==> src/rtl/slc_pkg.sv <==
`timescale 1ns/1ps
package slc_pkg;
  localparam int unsigned FIELD_W_DEF = 15;
  localparam int unsigned DELTA_W_DEF = 16;

  localparam logic [7:0] OPC_PUSH = 8'h0B;
  localparam logic [7:0] OPC_PULL = 8'h0A;
  localparam logic [7:0] OPC_MOD  = 8'h13;
  localparam logic [7:0] TRAP_VEC_DEF = 8'h42;

  typedef enum logic [1:0] {
    K_NONE = 2'd0,
    K_PUSH = 2'd1,
    K_PULL = 2'd2,
    K_MOD  = 2'd3
  } kind_e;

  localparam int unsigned N_FIELDS  = 2;
  localparam int unsigned IDX_WORDS = 0;
  localparam int unsigned IDX_SPACE = 1;
endpackage

==> src/rtl/slc_opdec.sv <==
`timescale 1ns/1ps
module slc_opdec
  import slc_pkg::*;
(
  input  logic       req_i,
  input  logic [7:0] opcode_i,
  output kind_e      kind_o,
  output logic       accept_o
);
  always_comb begin
    unique case (opcode_i)
      OPC_PUSH: kind_o = K_PUSH;
      OPC_PULL: kind_o = K_PULL;
      OPC_MOD:  kind_o = K_MOD;
      default:  kind_o = K_NONE;
    endcase
  end

  assign accept_o = req_i && (kind_o != K_NONE);
endmodule

==> src/rtl/slc_field_calc.sv <==
`timescale 1ns/1ps
module slc_field_calc #(
  parameter int unsigned FIELD_W = 15,
  parameter int unsigned DELTA_W = 16
) (
  input  logic [FIELD_W-1:0] field_i,
  input  logic [DELTA_W-1:0] delta_i,
  input  logic               sub_i,
  output logic [FIELD_W-1:0] result_o,
  output logic               viol_o
);
  // two guard bits: one for sign, one for carry past the widest operand
  localparam int unsigned CALC_W = ((FIELD_W > DELTA_W) ? FIELD_W : DELTA_W) + 2;

  logic signed [CALC_W-1:0] base, dlt, sum;
  logic under, over;

  assign base = signed'({{(CALC_W-FIELD_W){1'b0}}, field_i});
  assign dlt  = signed'({{(CALC_W-DELTA_W){delta_i[DELTA_W-1]}}, delta_i});
  assign sum  = sub_i ? (base - dlt) : (base + dlt);

  assign under    = sum[CALC_W-1];
  assign over     = !under && (sum[CALC_W-2:FIELD_W] != '0);
  assign viol_o   = under || over;
  assign result_o = sum[FIELD_W-1:0];
endmodule

==> src/rtl/slc_resolve.sv <==
`timescale 1ns/1ps
module slc_resolve (
  input  logic       viol_space_i,
  input  logic       viol_words_i,
  input  logic       inh_space_i,
  input  logic       inh_words_i,
  output logic       commit_o,
  output logic       abort_o,
  output logic       trap_o,
  output logic [3:0] cc_o
);
  assign abort_o  = viol_space_i || viol_words_i;
  assign commit_o = !abort_o;
  assign trap_o   = (viol_space_i && !inh_space_i) || (viol_words_i && !inh_words_i);

  // cc bit0 = CC1 (space), bit2 = CC3 (words); only reported when no trap
  always_comb begin
    cc_o = 4'b0000;
    if (abort_o && !trap_o) begin
      cc_o[0] = viol_space_i;
      cc_o[2] = viol_words_i;
    end
  end
endmodule

==> src/rtl/stack_limit_check.sv <==
`timescale 1ns/1ps
module stack_limit_check
  import slc_pkg::*;
#(
  parameter int unsigned FIELD_W     = FIELD_W_DEF,
  parameter int unsigned DELTA_W     = DELTA_W_DEF,
  parameter logic [7:0]  TRAP_VECTOR = TRAP_VEC_DEF
) (
  input  logic               clk_i,
  input  logic               rst_ni,
  input  logic               req_i,
  input  logic [7:0]         opcode_i,
  input  logic [FIELD_W-1:0] space_i,
  input  logic [FIELD_W-1:0] words_i,
  input  logic               inh_space_i,
  input  logic               inh_words_i,
  input  logic [DELTA_W-1:0] delta_i,
  output logic               valid_o,
  output logic               commit_o,
  output logic               abort_o,
  output logic               trap_o,
  output logic [7:0]         trap_vec_o,
  output logic [3:0]         cc_o,
  output logic [FIELD_W-1:0] space_o,
  output logic [FIELD_W-1:0] words_o
);
  kind_e kind;
  logic  accept;

  logic [FIELD_W-1:0] fld_in  [N_FIELDS];
  logic [FIELD_W-1:0] fld_res [N_FIELDS];
  logic [N_FIELDS-1:0] viol, sub;

  logic       commit_d, abort_d, trap_d;
  logic [3:0] cc_d;

  slc_opdec u_dec (
    .req_i    (req_i),
    .opcode_i (opcode_i),
    .kind_o   (kind),
    .accept_o (accept)
  );

  assign fld_in[IDX_WORDS] = words_i;
  assign fld_in[IDX_SPACE] = space_i;

  for (genvar g = 0; g < N_FIELDS; g++) begin : g_fld
    // words grows on push/modify, space grows on pull
    if (g == IDX_WORDS) begin : g_words
      assign sub[g] = (kind == K_PULL);
    end else begin : g_space
      assign sub[g] = (kind != K_PULL);
    end

    slc_field_calc #(
      .FIELD_W (FIELD_W),
      .DELTA_W (DELTA_W)
    ) u_calc (
      .field_i  (fld_in[g]),
      .delta_i  (delta_i),
      .sub_i    (sub[g]),
      .result_o (fld_res[g]),
      .viol_o   (viol[g])
    );
  end

  slc_resolve u_res (
    .viol_space_i (viol[IDX_SPACE]),
    .viol_words_i (viol[IDX_WORDS]),
    .inh_space_i  (inh_space_i),
    .inh_words_i  (inh_words_i),
    .commit_o     (commit_d),
    .abort_o      (abort_d),
    .trap_o       (trap_d),
    .cc_o         (cc_d)
  );

  always_ff @(posedge clk_i or negedge rst_ni) begin
    if (!rst_ni) begin
      valid_o    <= 1'b0;
      commit_o   <= 1'b0;
      abort_o    <= 1'b0;
      trap_o     <= 1'b0;
      trap_vec_o <= '0;
      cc_o       <= '0;
      space_o    <= '0;
      words_o    <= '0;
    end else begin
      valid_o    <= accept;
      commit_o   <= accept && commit_d;
      abort_o    <= accept && abort_d;
      trap_o     <= accept && trap_d;
      trap_vec_o <= (accept && trap_d) ? TRAP_VECTOR : 8'h00;
      cc_o       <= accept ? cc_d : 4'b0000;
      if (accept) begin
        space_o <= commit_d ? fld_res[IDX_SPACE] : space_i;
        words_o <= commit_d ? fld_res[IDX_WORDS] : words_i;
      end
    end
  end
endmodule

==> config.mk <==
export PLATFORM = sky130hd
export DESIGN_NAME = stack_limit_check
export DESIGN_NICKNAME = d
export VERILOG_FILES = /design/src/rtl/slc_pkg.sv /design/src/rtl/slc_opdec.sv /design/src/rtl/slc_field_calc.sv /design/src/rtl/slc_resolve.sv /design/src/rtl/stack_limit_check.sv
export SDC_FILE = /design/constraint.sdc
export NUM_CORES = 1
export LEC_CHECK = 0
export BUFFER_PORTS_ARGS = -buffer_cell sky130_fd_sc_hd__buf_2
export CAP_MARGIN = 20
export CORE_UTILIZATION = 30
export DETAILED_ROUTE_END_ITERATION = 7
export PLACE_DENSITY_LB_ADDON = 0.25
export SLEW_MARGIN = 20
export SYNTH_ARGS = -nofsm -noshare
export SYNTH_HDL_FRONTEND = slang
export SYNTH_HIERARCHICAL = 1
export SYNTH_SLANG_ARGS = --single-unit
==> constraint.sdc <==
create_clock -name clk_i -period 0.8 [get_ports clk_i]
set_input_delay 0.16 -clock clk_i [delete_from_list [all_inputs] [get_ports clk_i]]
set_output_delay 0.16 -clock clk_i [all_outputs]
set_load 0.01 [all_outputs]
# Yosys cells after proc, flatten, opt, wreduce, memory -nomap -nowiden
# Index checks and enable logic that the tools add are counted.
# word_totals
wordCells	48
reg_bits	44
output_inout_bits	46
input_bits	59
# op_classes
n_eq_ne	5
n_mux	9
n_reduce_logical	22
add_sub_neg	4
# ops
cell	n
18-bit 2-to-1 mux	2
16-bit by 16-bit adder with 17-bit output	2
16-bit by 16-bit subtractor with 17-bit output	2
15-bit 2-to-1 mux	2
8-bit by 4-bit equality test with 1-bit output (second input constant)	2
1-bit logical AND	9
8-bit by 5-bit equality test with 1-bit output (second input constant)	1
7-bit 2-to-1 mux	1
1-bit logical NOT	6
2-bit case mux with 3 select lines	1
2-bit nonzero test	3
1-bit logical OR	4
3-bit 2-to-1 mux	1
2-bit equality test (second input constant)	1
1-bit 2-to-1 mux	2
2-bit inequality test (second input constant)	1

# Logic depth before layout (Yosys ltp)
# logic_depth
word_depth	13
mapped_depth	22

# Modules after synthesis
# Netlist, hierarchy kept.
# modules_own_cells
module	cells_per_inst	area_each_um2	n_inst
slc_field_calc	151	1078.5	2
stack_limit_check	157	1734.2	1
slc_opdec	10	91.3	1
slc_resolve	10	60.1	1

# Least setup slack after synthesis
# No wires, ideal clock.
# synth_timing
kind	input port to flip-flop
startpoint	input port opcode_i[2]
endpoint	register space_o[14]
path_buffers	4
cell_stages	19
setup_slack_ns	-3.559
arrival_time_ns	4.233
setup_time_ns	0.126
path_cell_list	or3_4 > a211oi_1 > nor2b_1 > clkbuf_1 > clkbuf_1 > mux2i_1 > ha_1 > nor2b_1 > o31a_1 > o31a_1 > a221o_1 > a2111oi_2 > a31oi_1 > or2_4 > inv_2 > buf_6 > buf_12 > mux2i_1 > a21oi_1
# synth_via
elab_chain_cells	9
elab_cells_between_ends	20
classes_between	eq/ne: 5; mux: 4; reduce/logical: 11
# synth_rtl
element	line_no	source
start: declaration	stack_limit_check.sv:12	input logic [7:0] opcode_i,
8-bit by 5-bit equality test with 1-bit output / 8-bit by 4-bit equality test with 1-bit output (equally long branches)	slc_opdec.sv:11	unique case (opcode_i)
2-bit case mux with 3 select lines *	slc_opdec.sv:11	
net kind[1]	stack_limit_check.sv:27	kind_e kind;
2-bit equality test *	stack_limit_check.sv:50	assign sub[g] = (kind == K_PULL);
net sub[0]	stack_limit_check.sv:32	logic [N_FIELDS-1:0] viol, sub;
18-bit 2-to-1 mux *	slc_field_calc.sv:20	assign sum = sub_i ? (base - dlt) : (base + dlt);
2-bit nonzero test / 1-bit logical NOT (equally long branches)	slc_field_calc.sv:23	assign over = !under && (sum[CALC_W-2:FIELD_W] != '0);
1-bit logical AND	slc_field_calc.sv:23	
1-bit logical OR *	slc_field_calc.sv:24	assign viol_o = under || over;
net viol[0]	stack_limit_check.sv:32	
1-bit logical OR *	slc_resolve.sv:12	assign abort_o = viol_space_i || viol_words_i;
net abort_d	stack_limit_check.sv:34	logic commit_d, abort_d, trap_d;
15-bit 2-to-1 mux *	stack_limit_check.sv:96	space_o <= commit_d ? fld_res[IDX_SPACE] : space_i;
end signal: assignment	stack_limit_check.sv:96	
end: declaration	stack_limit_check.sv:24	output logic [FIELD_W-1:0] space_o,
# The timed path passes the listed nets; every way through them passes the cells marked *.
# A chain may end at the register's enable or synchronous reset.

# Worst setup path after layout
# layout_timing
startpoint	input port opcode_i[7]
endpoint	register space_o[1]
# layout_via
elab_chain_cells	9
elab_cells_between_ends	20
classes_between	eq/ne: 5; mux: 4; reduce/logical: 11
# layout_rtl
element	line_no
8-bit by 5-bit equality test with 1-bit output / 8-bit by 4-bit equality test with 1-bit output (equally long branches)	slc_opdec.sv:11
2-bit case mux with 3 select lines *	slc_opdec.sv:11
net kind[0]	stack_limit_check.sv:27
2-bit equality test *	stack_limit_check.sv:50
net sub[0]	stack_limit_check.sv:32
18-bit 2-to-1 mux *	slc_field_calc.sv:20
2-bit nonzero test / 1-bit logical NOT (equally long branches)	slc_field_calc.sv:23
1-bit logical AND	slc_field_calc.sv:23
1-bit logical OR *	slc_field_calc.sv:24
1-bit logical OR *	slc_resolve.sv:12
net abort_d	stack_limit_check.sv:34
15-bit 2-to-1 mux *	stack_limit_check.sv:96
# Marked as above.

==> impl_results.md <==
- Status: complete, but fails checks
- Failing checks: setup timing
- Num Clock Sinks: 38
- Via count: 4298
- Die area: 13900 sq um
- Ys flop type: dfrtp_1
- Total gr overflow: 0
- Slowest stage cell on the critical path: or3_4
- Placed cell area: 5600 sq um
- CP arrival: 4.16 ns
- Synth cell types: 56
- Final std cells w/o fill: 887
- Final hold viol count: 0
- Startpoint types: primary input
- Tot GR Track Use: 17.1%
- Vias in the first global route: 4250
- Pwr dens: 1330 nW/um^2
- # diodes: 0
- H-tree depth: 2
- Worst vdd ir: 0.697 mV
- Top Ports: 105
- Number of synthesized flops with an enable pin: 0
- Initial core utilization: 30.6%
- Nets: 803
- Total Wirelength: 12100 microns
- Post-synthesis async set-or-reset flop share: 100%
- Unrepaired setup endpoints after global routing: true
- Yosys warns: 6
- HP Class: primary input to flop
- Commonest non-fill, non-tap cells in the layout: buf_4 (131), buf_2 (94), nor2_1 (70)
- Synthesized area per cell: 8.44 sq um
- Placed cell count: 853
- Pin count of the biggest net entering global routing: 40
- Fmax: 252 MHz
- Buf+Inv Stages, Crit Path: 5
- Final Hold Slack: 0.170 ns
- Inserted Clock Buffers: 5
- Final HPWL DP: 9070 microns
- Commonest non-fill, non-tap cell in the layout: buf_4
- Leakage power: 3.04 nW
- Worst-path fanout max: 8
- Placer Congestion: 0.803
- Layout cells sized above 1: 42.1%
- Port bufs: 98
- Area Overhead vs Synth: 54.8%
- Post-synthesis cell area: 4040 sq um
- Fin area: 6260 sq um
- DR pass1 iterations: 4
- Worst setup margin: -3.17 ns
- Num rows: 42
- Mapped Cells: 479
- Post-synth top area cell: dfrtp_1
- Crit path time final: 3.97 ns
- Die width: 118 microns
- First-pass GRT wire length: 19400 microns
- Register bit total from synthesis: 38
- Top-area cell type share of the netlist area: 23.5%
- Top delay family on crit path: compound AO/OA/AOI/OAI gates
- Die height: 118 microns
- CP required: 0.98 ns
- CP Class: primary input to flop
- Period utilisation layout: 497%
- Vias/cell: 4.85
- Dpl ws: -3.60 ns
- Total count of max-transition violations in the final report: 0
- Critical path cell sequence: buf_6 -> or3_4 -> buf_6 -> nor4b_4 -> nor2b_4 -> inv_4 -> mux2i_4 -> ha_1 -> nor2b_4 -> o31a_1 -> o31a_1 -> a221o_1 -> a2111oi_4 -> a31oi_4 -> or2_4 -> clkinv_8 -> buf_12 -> mux2i_2 -> a21oi_1
- Antenna viol nets, final: 0
- Register-to-register setup slack: -0.06 ns
- Initial DRC Count: 133
- # DRC: 0
- Sequential share of the synthesized area: 23.5%
- Root buf cell: clkbuf_16
- CTS max path bufs: 2
- CP Capture Type: flop
- Setup skew after layout: 0 ns
- CTS clk-pin slew, worst paths: 0.07 ns
- Core area: 13200 sq um
- Max_cap viols: 0
- Setup Viol. Count Final: 76
- Latest clock arrival within the worst-skew pair: 0.30 ns
- CTS tree: built
- Avg WL per Cell: 13.6 microns
- Antenna violations before repair: 1
- Synth area leaders: dfrtp_1 (24%), ha_1 (9.9%), xnor2_1 (8.0%), mux2i_1 (7.9%), a21oi_1 (6.9%)
- CP max stage delay: 0.40 ns
## cells in the mapped netlist, types with 8 or more instances
| master | instances |
|---|---|
| nor2_1 | 72 |
| a21oi_1 | 56 |
| dfrtp_1 | 38 |
| xnor2_1 | 37 |
| ha_1 | 32 |
| mux2i_1 | 32 |
| inv_1 | 21 |
| xor2_1 | 14 |
| a21o_1 | 10 |
| buf_4 | 10 |
| nand2_1 | 10 |
| o21ai_0 | 10 |
| clkbuf_1 | 9 |
| nor3_1 | 8 |
## path summary, 6_finish.rpt
check,cells past startpoint,to,start
min reg2reg,2,space_o[8],space_o[8]
min,3,space_o[5],space_i[5]
max in group asynchronous,3,words_o[14],rst_ni
min in group asynchronous,3,space_o[6],rst_ni
max reg2reg,4,space_o[12],space_o[12]
max,19,space_o[1],opcode_i[7]
## power breakdown
part	leakage, nW	switching [mW]	internal [mW]
registers	0.502	0.137	2.19
clock network	0.0729	0.891	1.24
logic	2.46	1.84	2.04
## per-layer routing
layer	up-vias	share of wire, %	track usage (%)
li1	2157	-	-
met1	2025	44	20.2
met2	93	49	30.1
met3	21	4.7	4.46
met4	2	1.7	5.13
met5	-	0.11	0
## tightest hold or removal path, cell delays in order
cell and delay [ns]:
buf_2 0.09, mux2i_1 0.06, a21oi_1 0.12
## through the flow
step / utilization (%) / power (mW) / TNS [ns]
2_1_floorplan: - / 4.28 / -111.43
3_3_place_gp: 42.4 / 5.68 / -121.02
3_5_place_dp: 42.4 / 5.77 / -123.47
4_1_cts: 45.3 / 8.20 / -114.69
5_1_grt: 47.4 / 8.91 / -121.80
6_report: 47.4 / 8.34 / -114.52
## registers in the layout, summed over array words and instances, names as in the netlist
signal      flops
trap_vec_o      1
cc_o            4
words_o        15
space_o        15
valid_o         1
abort_o         1
commit_o        1
## logic make-up (layout without fill, tap and decap cells)
logic type	Yosys count	in the layout	synth area share, %
compound gates	128	128	20.6
xor+xnor	51	51	11.0
fa+ha+maj	34	34	10.9
buf+inv	49	275	6.99
flops	38	38	23.5
mux	32	32	7.92
other cells	2	8	0.186
simple gates	145	145	18.8
## final cells by class
type                            instances  area, sq um
Clock buffer                            6          139
Clock inverter                          2         12.5
Fill cell                            1286         6930
Inverter                               22         97.6
Multi-Input combinational cell        398         3070
Sequential cell                        38          951
Tap cell                              176          220
Timing Repair Buffer                  245         1770
## repair_timing
action                                  CTS  global route
pin swaps                                31            30
setup buffers                            15             8
cloned                                    1             2
endpoints found under the setup margin   76            76
gates resized for setup                  21            34
endpoints found under the hold margin    38             0
hold buffers                              1             0
Power figures use the tool's default switching activity.
